==> src/rtl/ind_addr_pkg.sv <==
package ind_addr_pkg;
   typedef enum logic [1:0] {
      ACC_DIRECT = 2'd0,
      ACC_REDIR  = 2'd1,
      ACC_SELF   = 2'd2
   } acc_kind_t;
endpackage

==> src/rtl/ind_addr_mux.sv <==
module ind_addr_mux
   import ind_addr_pkg::*;
#(
   parameter int OFS_W    = 7,
   parameter int BANK_W   = 2,
   parameter int PTR_W    = 8,
   parameter int VREG_OFS = 0,
   localparam int ADDR_W  = OFS_W + BANK_W
) (
   input  logic [OFS_W-1:0]  dir_ofs_i,
   input  logic [BANK_W-1:0] bank_i,
   input  logic [PTR_W-1:0]  ptr_i,
   input  logic              ind_bank_i,
   output logic [ADDR_W-1:0] eff_addr_o,
   output acc_kind_t         kind_o
);
   localparam logic [OFS_W-1:0] VREG = OFS_W'(VREG_OFS);

   logic              redirect;
   logic [ADDR_W-1:0] dir_addr;
   logic [ADDR_W-1:0] ind_addr;

   assign redirect = (dir_ofs_i == VREG);
   assign dir_addr = {bank_i, dir_ofs_i};
   assign ind_addr = {ind_bank_i, ptr_i};

   always_comb begin
      eff_addr_o = redirect ? ind_addr : dir_addr;
      if (!redirect)
         kind_o = ACC_DIRECT;
      else if (ptr_i[OFS_W-1:0] == VREG)
         kind_o = ACC_SELF;
      else
         kind_o = ACC_REDIR;
   end

   always_comb begin

      dir_not_vreg_chk: assert (kind_o != ACC_DIRECT || eff_addr_o[OFS_W-1:0] != VREG);

      redir_bank_chk: assert (kind_o == ACC_DIRECT || eff_addr_o[ADDR_W-1] == ind_bank_i);
   end
endmodule

==> src/rtl/ind_self_gate.sv <==
module ind_self_gate
   import ind_addr_pkg::*;
#(
   parameter int DATA_W = 8
) (
   input  acc_kind_t         kind_i,
   input  logic              rd_i,
   input  logic              wr_i,
   input  logic [DATA_W-1:0] rf_rdata_i,
   output logic              rf_we_o,
   output logic [DATA_W-1:0] rdata_o
);
   logic self_ref;

   assign self_ref = (kind_i == ACC_SELF);
   assign rf_we_o  = wr_i & ~self_ref;
   assign rdata_o  = (rd_i && !self_ref) ? rf_rdata_i : '0;

   always_comb begin

      we_needs_strobe_chk: assert (!rf_we_o || wr_i);

      idle_read_zero_chk: assert (rd_i || rdata_o == '0);
   end
endmodule

==> src/rtl/ind_addr_gen.sv <==
module ind_addr_gen
   import ind_addr_pkg::*;
#(
   parameter int OFS_W    = 7,
   parameter int BANK_W   = 2,
   parameter int PTR_W    = 8,
   parameter int DATA_W   = 8,
   parameter int VREG_OFS = 0,
   localparam int ADDR_W  = OFS_W + BANK_W
) (
   input  logic [OFS_W-1:0]  dir_ofs_i,
   input  logic [BANK_W-1:0] bank_i,
   input  logic [PTR_W-1:0]  ptr_i,
   input  logic              ind_bank_i,
   input  logic              rd_i,
   input  logic              wr_i,
   input  logic [DATA_W-1:0] rf_rdata_i,
   output logic [ADDR_W-1:0] eff_addr_o,
   output logic              rf_we_o,
   output logic [DATA_W-1:0] rdata_o
);
   generate
      if (PTR_W + 1 != ADDR_W) begin : g_bad_ptr_w
         $error("pointer width plus one must equal the address width");
      end
      if (VREG_OFS < 0 || VREG_OFS >= (1 << OFS_W)) begin : g_bad_vreg
         $error("virtual register offset outside the direct field");
      end
      if (BANK_W < 1 || DATA_W < 1) begin : g_bad_w
         $error("bank and data widths must be positive");
      end
   endgenerate

   acc_kind_t kind;

   ind_addr_mux #(
      .OFS_W    (OFS_W),
      .BANK_W   (BANK_W),
      .PTR_W    (PTR_W),
      .VREG_OFS (VREG_OFS)
   ) u_mux (
      .dir_ofs_i  (dir_ofs_i),
      .bank_i     (bank_i),
      .ptr_i      (ptr_i),
      .ind_bank_i (ind_bank_i),
      .eff_addr_o (eff_addr_o),
      .kind_o     (kind)
   );

   ind_self_gate #(
      .DATA_W (DATA_W)
   ) u_gate (
      .kind_i     (kind),
      .rd_i       (rd_i),
      .wr_i       (wr_i),
      .rf_rdata_i (rf_rdata_i),
      .rf_we_o    (rf_we_o),
      .rdata_o    (rdata_o)
   );

   always_comb begin

      self_no_write_chk: assert (kind != ACC_SELF || !rf_we_o);

      self_read_zero_chk: assert (kind != ACC_SELF || rdata_o == '0);
   end
endmodule

==> config.mk <==
export PLATFORM = sky130hd
export DESIGN_NAME = ind_addr_gen
export DESIGN_NICKNAME = d
export VERILOG_FILES = /design/src/rtl/ind_addr_pkg.sv /design/src/rtl/ind_addr_mux.sv /design/src/rtl/ind_self_gate.sv /design/src/rtl/ind_addr_gen.sv
export SDC_FILE = /design/constraint.sdc
export NUM_CORES = 1
export LEC_CHECK = 0
export BUFFER_PORTS_ARGS = -buffer_cell sky130_fd_sc_hd__buf_4
export CORE_AREA = 3 3 40 42
export DETAILED_ROUTE_END_ITERATION = 10
export DIE_AREA = 0 0 43 45
export GPL_ROUTABILITY_DRIVEN = 1
export GPL_TIMING_DRIVEN = 0
export PLACE_DENSITY = 0.63
export SLEW_MARGIN = 30
export SYNTH_ARGS = -nofsm -noshare
export SYNTH_HDL_FRONTEND = slang
export SYNTH_SLANG_ARGS = --single-unit
==> constraint.sdc <==
create_clock -name vclk -period 1.07
set_input_delay 0.0535 -clock vclk [all_inputs]
set_output_delay 0.0535 -clock vclk [all_outputs]
set_load 0.05 [all_outputs]
==> impl_metrics.py, run 1 <==
metrics = {
    "layout": {
        "diodes": 0,
        "postLayoutCellArea_sq_um": 792,
        "final_nets": 106,
        "nFillCells": 117,
        "nFlopsAndLatches": 0,
        "drive_above_1_share_pct": 88.2,
        "multi_input_area_sq_um": 250,
        "regArea_sq_um": 0,
        "clockBufferCount": 0,
        "area_delta_synth_final_pct": 288,
    },
    "sta": {
        "hold_violations": 0,
        "rsz0062_at_grt": "yes",
        "hold_slack_ns": 0.437,
        "tns_ns": -1.60,
        "final_max_slew_viol_count": 0,
        "post-route-period-util_pct": 115,
        "max_freq_mhz": 816,
        "slew_headroom_pct": 85.5,
        "min_period_ns": 1.23,
        "worst_pin_slew_ns": 0.216,
        "layout_setup_ws_ns": -0.155,
        "setup_viol_count_final": 18,
    },
    "synth": {
        "seq_area_frac_synth_pct": 0,
        "yosys.area.top_type": "and3_2",
        "yosysMostFrequentCell": "and3_2",
        "syn_avg_cell_area_sq_um": 8.16,
        "synth_area_sq_um": 204,
        "synthTopCellsByCount": "and3_2 (8), a21o_1 (6), mux2_4 (2), nor3_1 (2)",
        "yosysWarnings": 0,
        "yosysTopAreaCellShare_pct": 29.4,
        "yosys-top-cells-area": "and3_2 (29%), a21o_1 (22%), mux2_4 (15%)",
        "synth_nets": 53,
        "syn_inst": 25,
        "ys_types": 11,
    },
    "route": {
        "first_pass_iters": 2,
        "wirelength_mm": 1.23,
        "via_count": 412,
        "drtAntennaViolNets": 0,
        "viasPerCell": 4.53,
        "routedWlPerCell_microns": 13.6,
        "remaining_drc_errors": 0,
        "dr.first_iter.drc_count": 1,
    },
    "outcome": {
        "status": "finished, violations left",
        "violations": "setup timing",
    },
    "flow_run": {
        "drv_cap": 0,
    },
    "placement": {
        "gp_congestion": 0.652,
        "dpl_cell_area_sq_um": 568,
        "port_buffers": 46,
        "place_ws_ns": -0.273,
    },
    "floorplanning": {
        "fp-row-count": 13,
        "die_area_sq_mm": 0.00194,
        "core_area_sq_mm": 0.00128,
        "io_pins": 46,
        "die_w_microns": 43,
        "start_util_pct": 15.9,
        "die_y_microns": 45,
    },
    "setup_path": {
        "cp_common_cell": "buf_8",
        "worstPathMaxFanout": 4,
        "crit_start": "dir_ofs_i[2]",
        "crit_arrival_ns": 1.17,
        "critPathCaptureType": "output pin",
        "start_kind": "input port",
        "critPathMaxStageDelay_ns": 0.30,
        "slowest_stage": "mux2_4",
        "crit_type": "input port to output pin",
        "critical_path_required_ns": 1.02,
        "path_cells": "buf_8, nor4_4, and2_1, buf_6, mux2_4, buf_8",
    },
    "power": {
        "peakVddDrop_uv": 279,
        "total_power_uw": 403,
        "power_per_cell_area_mw_per_mm2": 508,
        "p_leak_nw": 0.406,
    },
    "global_routing": {
        "grt_max_degree": 10,
        "grt_pass1_wl_mm": 1.69,
        "grtUsageTotal_pct": 10.6,
        "first_global_vias": 390,
        "antenna_found_initial": 0,
        "overflow": 0,
    },
    "min_path": {
        "min_path_type": "input port to output pin",
        "worstHoldStart": "dir_ofs_i[5]",
    },
}
[layout make-up]
cell class	count	share of cell area, %
Tap cell	15	2.37
Multi-Input combinational cell	24	31.6
Timing Repair Buffer	51	64.6
Buffer	1	1.42
[logic make-up after synthesis]
group	count (synthesis)	share of synthesized area, %
AOI/OAI and AO/OA	7	26.4
and+or+nand+nor	15	53.4
buffers and inverters	1	5.52
muxes	2	14.7
[repair_timing]
action,4_1_cts,5_1_grt
endpoints found under the setup margin,18,18
pin swaps,6,15
resized for setup,26,22
hold buffers,0,0
gates cloned,0,1
setup buffers,3,1
[routing by layer]
| layer | up-vias | track usage [%] | wire length, microns |
|---|---|---|---|
| met1 | 185 | 11.9 | 390 |
| li1 | 201 | - | - |
| met4 | 0 | 0 | 0 |
| met5 | - | 0 | 0 |
| met2 | 26 | 21.9 | 705 |
| met3 | 0 | 1.99 | 138 |
[cell usage in the layout (no fill, tap or decap)]
cell type	synthesis	layout
a21o_4	0	1
and3_4	0	8
buf_4	0	27
buf_6	1	12
and2_4	0	1
nor3_2	0	1
nor4_2	1	1
mux2_4	2	2
nor4_4	0	1
buf_8	0	12
a21o_1	6	6
nor3_1	2	1
buf_2	0	1
and2_1	1	1
nand4_1	1	1
[final timing paths]
| path | to | slack (ns) | cells past startpoint |
|---|---|---|---|
| setup / recovery | eff_addr_o[7] | -0.16 | 6 |
| hold / removal | eff_addr_o[5] | 0.44 | 3 |
[worst max-delay path, delay by kind of cell]
family,cells,cell delay [ns]
mux,1,0.30
simple gates,2,0.45
buf+inv,3,0.36
[metrics by stage]
step | util, % | cells
finish | 61.6 | 91
global placement | 44.2 | 86
global route | 61.6 | 91
floorplan | - | 25
detailed placement | 44.2 | 86
CTS | 54.3 | 89
[report_power, final]
part / switching, mW / total (mW) / internal (mW)
Sequential: 0 / 0 / 0
Combinational: 0.201 / 0.403 / 0.202
Clock: 0 / 0 / 0
(Power assumes the default switching activity.)
==> inputs of run 2 (changes only) <==
--- a/config.mk
+++ b/config.mk
@@ -11,8 +11,9 @@
 export DIE_AREA = 0 0 43 45
 export GPL_ROUTABILITY_DRIVEN = 1
 export GPL_TIMING_DRIVEN = 0
-export PLACE_DENSITY = 0.63
+export PLACE_DENSITY = 0.66
 export SLEW_MARGIN = 30
 export SYNTH_ARGS = -nofsm -noshare
 export SYNTH_HDL_FRONTEND = slang
+export SYNTH_HIERARCHICAL = 1
 export SYNTH_SLANG_ARGS = --single-unit
==> run 2 against run 1 <==
Net effect: the flow still finishes with violations (setup timing); critical path depth grew 2; sequential cell count unchanged; count of clock-buffer cells in the layout is the same; worst setup slack got worse by 0.53 ns; area after synthesis rose by 13%; hold slack got worse by 0.043 ns; cell count is 3.3% higher; wire length up 2.7%; first-iteration DRC count decreased by 100%; power grew 3.9%; global-route usage is 2.2 points higher; critical endpoint is now rdata_o[3].
==> impl_metrics.py, run 2 <==
metrics = {
    "power": {
        "total_power_uw": 418,
        "peakVddDrop_uv": 247,
        "p_leak_nw": 0.429,
        "power_per_cell_area_mw_per_mm2": 467,
    },
    "synth": {
        "yosysTopAreaCellShare_pct": 26.5,
        "yosysWarnings": 6,
        "yosysMostFrequentCell": "and3_1",
        "synthTopCellsByCount": "and3_1 (8), a21o_2 (7)",
        "syn_inst": 26,
        "yosys.area.top_type": "a21o_2",
        "seq_area_frac_synth_pct": 0,
        "ys_types": 13,
        "syn_avg_cell_area_sq_um": 8.90,
        "synth_area_sq_um": 231,
        "yosys-top-cells-area": "a21o_2 (26%), and3_1 (22%), nor4_4 (9.2%)",
        "synth_nets": 54,
    },
    "layout": {
        "area_delta_synth_final_pct": 287,
        "diodes": 0,
        "final_nets": 109,
        "layoutNonFillerInstCount": 94,
        "layout_common_cells": "buf_4 (29), buf_8 (17), and3_4 (8)",
        "final_common_cell": "buf_4",
        "clockBufferCount": 0,
        "drive_above_1_share_pct": 97.5,
        "final_util_pct": 69.7,
        "regArea_sq_um": 0,
        "postLayoutCellArea_sq_um": 896,
        "nFlopsAndLatches": 0,
    },
    "route": {
        "first_pass_iters": 1,
        "routedWlPerCell_microns": 13.5,
        "topRoutingLayerUsed": "met4",
        "remaining_drc_errors": 0,
        "met2WireLength_microns": 594,
        "dr.first_iter.drc_count": 0,
        "wirelength_mm": 1.27,
        "viasPerCell": 4.66,
        "drtAntennaViolNets": 0,
        "met3WireLength_microns": 231,
        "via_count": 438,
        "met1_length_microns": 419,
    },
    "placement": {
        "dpl_cell_area_sq_um": 638,
        "gp_congestion": 0.586,
        "place_ws_ns": -0.777,
        "hpwl_microns": 874,
        "port_buffers": 46,
        "dp.cells": 87,
    },
    "floorplanning": {
        "start_util_pct": 18.0,
        "die_y_microns": 45,
        "die_w_microns": 43,
        "die_area_sq_mm": 0.00194,
        "fp-row-count": 13,
        "io_pins": 46,
        "core_area_sq_mm": 0.00128,
    },
    "sta": {
        "rsz0062_at_grt": "yes",
        "setup_viol_count_final": 18,
        "hold_slack_ns": 0.395,
        "post-route-period-util_pct": 164,
        "tns_ns": -10.81,
        "layout_setup_ws_ns": -0.688,
        "hold_violations": 0,
        "max_freq_mhz": 569,
        "slew_headroom_pct": 62.5,
        "worst_pin_slew_ns": 0.558,
        "final_max_slew_viol_count": 0,
        "min_period_ns": 1.76,
    },
    "setup_path": {
        "crit_arrival_ns": 1.70,
        "cp_common_cell": "buf_6",
        "cp.buffers_inverters": 3,
        "path_cells": "buf_6, or4_4, nor4_4, buf_6, a21boi_4, nand2b_4, and3_4, buf_8",
        "worstPathMaxFanout": 5,
        "critPathMaxStageDelay_ns": 0.55,
        "start_kind": "input port",
        "cp_top_family": "simple AND/OR/NAND/NOR gates",
        "crit_start": "dir_ofs_i[3]",
        "critPathCaptureType": "output pin",
        "crit_type": "input port to output pin",
        "critical_path_required_ns": 1.02,
        "slowest_stage": "or4_4",
    },
    "global_routing": {
        "grt_max_degree": 9,
        "grtUsageTotal_pct": 12.9,
        "grt_pass1_wl_mm": 1.99,
        "first_global_vias": 462,
        "antenna_found_initial": 0,
        "overflow": 0,
    },
    "min_path": {
        "min_path_type": "input port to output pin",
        "worstHoldStart": "dir_ofs_i[4]",
    },
    "outcome": {
        "violations": "setup timing",
        "status": "finished, violations left",
    },
    "clock_tree": {
        "cts_hold_buf": 0,
    },
    "flow_run": {
        "drv_cap": 0,
    },
}
run 2: path summary, 6_finish.rpt:
path / endpoint / slack (ns) / cells after the start
setup / recovery: rdata_o[3] / -0.69 / 8
hold / removal: eff_addr_o[4] / 0.39 / 3
run 2: timing repair:
item                       4_1_cts  5_1_grt
pin swaps                        2        7
setup buffers                    5        1
gates resized for setup         43        6
gates cloned                     1        0
setup endpoints to repair       18       18
run 2: cells by family (layout without fill, tap and decap cells):
group                  count (synthesis)  in the layout  share of synthesized area, %
buffers and inverters                  1             53                          4.86
muxes                                  2              2                          11.3
and+or+nand+nor                       15             16                          52.4
AOI/OAI and AO/OA                      8              8                          31.4
run 2: area by class of cell:
| type | instances | area, sq um |
|---|---|---|
| fill | 89 | 389 |
| buffer | 1 | 11.3 |
| timing repair buffer | 52 | 541 |
| tap | 15 | 18.8 |
| multi-input combinational | 26 | 325 |
run 2: where the power goes:
part           internal, mW  total (mW)  switching, mW
Clock                     0           0              0
Combinational         0.215       0.418          0.203
Sequential                0           0              0
run 2: metal layers:
layer / vias up / GRT usage [%]
met4: 0 / 2.41
met2: 40 / 23.7
met5: - / 0
met3: 2 / 5.18
li1: 212 / -
met1: 184 / 14.0
==> inputs of run 3 (changes only) <==
--- a/config.mk
+++ b/config.mk
@@ -10,7 +10,7 @@
 export DETAILED_ROUTE_END_ITERATION = 10
 export DIE_AREA = 0 0 43 45
 export GPL_ROUTABILITY_DRIVEN = 1
-export GPL_TIMING_DRIVEN = 0
+export MAX_ROUTING_LAYER = met4
 export PLACE_DENSITY = 0.66
 export SLEW_MARGIN = 30
 export SYNTH_ARGS = -nofsm -noshare
==> run 3 against run 2 <==
Net effect: the flow still finishes with violations (setup timing); non-clock buffer count is 2 lower; combinational power grew 2%; cell count decreased by 2.1%; worst setup slack gained 0.13 ns; critical path depth decreased by 1; core utilization down 1.9 points; die area unchanged; wire length down 2.3%; hold slack improved by 0.0015 ns; critical endpoint is now rdata_o[6].
==> impl_metrics.py, run 3 (synthesized netlist as in run 2, its figures left out) <==
metrics = {
    "setup_path": {
        "start_kind": "input port",
        "critPathCaptureType": "output pin",
        "critical_path_required_ns": 1.02,
        "path_cells": "buf_6, or4_4, nor4_4, a21boi_2, nand2b_4, and3_4, buf_8",
        "crit_arrival_ns": 1.58,
        "critPathMaxStageDelay_ns": 0.54,
        "crit_type": "input port to output pin",
        "slowest_stage": "or4_4",
        "worstPathMaxFanout": 5,
    },
    "floorplanning": {
        "io_pins": 46,
        "core_area_sq_mm": 0.00128,
        "start_util_pct": 18.0,
        "fp-row-count": 13,
        "die_area_sq_mm": 0.00194,
        "die_y_microns": 45,
        "die_w_microns": 43,
    },
    "global_routing": {
        "overflow": 0,
        "grt_pass1_wl_mm": 2.04,
        "grt_max_degree": 9,
        "antenna_found_initial": 0,
        "first_global_vias": 474,
        "grtUsageTotal_pct": 13.6,
    },
    "sta": {
        "hold_slack_ns": 0.396,
        "slew_headroom_pct": 76.9,
        "hold_violations": 0,
        "final_max_slew_viol_count": 0,
        "min_period_ns": 1.63,
        "post-route-period-util_pct": 152,
        "worst_pin_slew_ns": 0.343,
        "layout_setup_ws_ns": -0.560,
        "max_freq_mhz": 614,
        "rsz0062_at_grt": "yes",
        "setup_viol_count_final": 18,
    },
    "min_path": {
        "holdPathStages": 3,
        "whs_endpoint": "eff_addr_o[4]",
        "worstHoldStart": "dir_ofs_i[4]",
        "min_path_type": "input port to output pin",
    },
    "layout": {
        "diodes": 0,
        "layout_common_cells": "buf_4 (30), buf_8 (18), and3_4 (8)",
        "area_delta_synth_final_pct": 277,
        "final_nets": 107,
        "postLayoutCellArea_sq_um": 872,
        "regArea_sq_um": 0,
        "nFlopsAndLatches": 0,
        "final_util_pct": 67.9,
        "drive_above_1_share_pct": 97.4,
        "nFillCells": 95,
        "clockBufferCount": 0,
        "final_common_cell": "buf_4",
        "multi_input_area_sq_um": 324,
    },
    "route": {
        "viasPerCell": 4.66,
        "routedWlPerCell_microns": 13.5,
        "topRoutingLayerUsed": "met3",
        "drtAntennaViolNets": 0,
        "wirelength_mm": 1.24,
        "met2WireLength_microns": 641,
        "dr.first_iter.drc_count": 0,
        "met1_length_microns": 405,
        "met3WireLength_microns": 190,
        "remaining_drc_errors": 0,
        "via_count": 429,
        "first_pass_iters": 1,
    },
    "placement": {
        "hpwl_microns": 847,
        "port_buffers": 46,
        "dpl_cell_area_sq_um": 657,
        "gp_congestion": 0.629,
    },
    "flow_run": {
        "drv_cap": 0,
    },
    "outcome": {
        "violations": "setup timing",
        "status": "finished, violations left",
    },
    "power": {
        "p_leak_nw": 0.416,
        "peakVddDrop_uv": 243,
        "power_per_cell_area_mw_per_mm2": 487,
    },
    "clock_tree": {
        "cts_hold_buf": 0,
    },
}
[run 3: changes by cell type in the layout (fill, tap and decap cells not counted), sizes merged]
cell  previous run  this run
buf             53        51
[run 3: final cells by class]
| type | count | area share [%] |
|---|---|---|
| tap | 15 | 2.15 |
| timing repair buffer | 51 | 60.7 |
| multi-input combinational | 26 | 37.2 |
[run 3: report_power, final]
group          total, mW  internal [mW]  switching (mW)
clock network          0              0               0
logic              0.425          0.220           0.205
registers              0              0               0
[run 3: timing repair]
item                                    4_1_cts  5_1_grt
setup buffers                                 0        1
resized for setup                            45        3
endpoints found under the setup margin       18       18
gates cloned                                  1        0
pin swaps                                     7        5
hold endpoints to repair                      0        0
[run 3: critical path: cells and delay by family]
kind / cells / cell delay [ns]
AO/OA/AOI/OAI: 1 / 0.22
AND/OR/NAND/NOR: 4 / 1.07
buffers and inverters: 2 / 0.23
[run 3: how the worst max path moves through the flow]
| stage | end | slack (ns) | from |
|---|---|---|---|
| after floorplan | rdata_o[0] | -0.49 | dir_ofs_i[3] |
| after global placement | rdata_o[0] | -0.57 | dir_ofs_i[3] |
| after detailed placement | rdata_o[6] | -0.60 | dir_ofs_i[3] |
| after CTS | rdata_o[3] | -0.56 | dir_ofs_i[3] |
| after global routing | rdata_o[2] | -0.64 | dir_ofs_i[3] |
| final | rdata_o[6] | -0.56 | dir_ofs_i[3] |
[run 3: per-stage QoR]
step	setup TNS, ns	std cells	setup slack, ns	power (mW)
2_1_floorplan	-6.13	26	-0.487	0.188
3_3_place_gp	-9.45	90	-0.573	0.337
3_5_place_dp	-9.83	90	-0.599	0.338
4_1_cts	-8.98	91	-0.565	0.416
5_1_grt	-10.03	92	-0.635	0.443
6_report	-8.92	92	-0.560	0.425
[run 3: metal layers]
| metal | vias up | global-route usage, % |
|---|---|---|
| li1 | 210 | - |
| met3 | 0 | 1.59 |
| met1 | 181 | 15.2 |
| met4 | 0 | 0 |
| met2 | 38 | 27.2 |
| met5 | - | - |
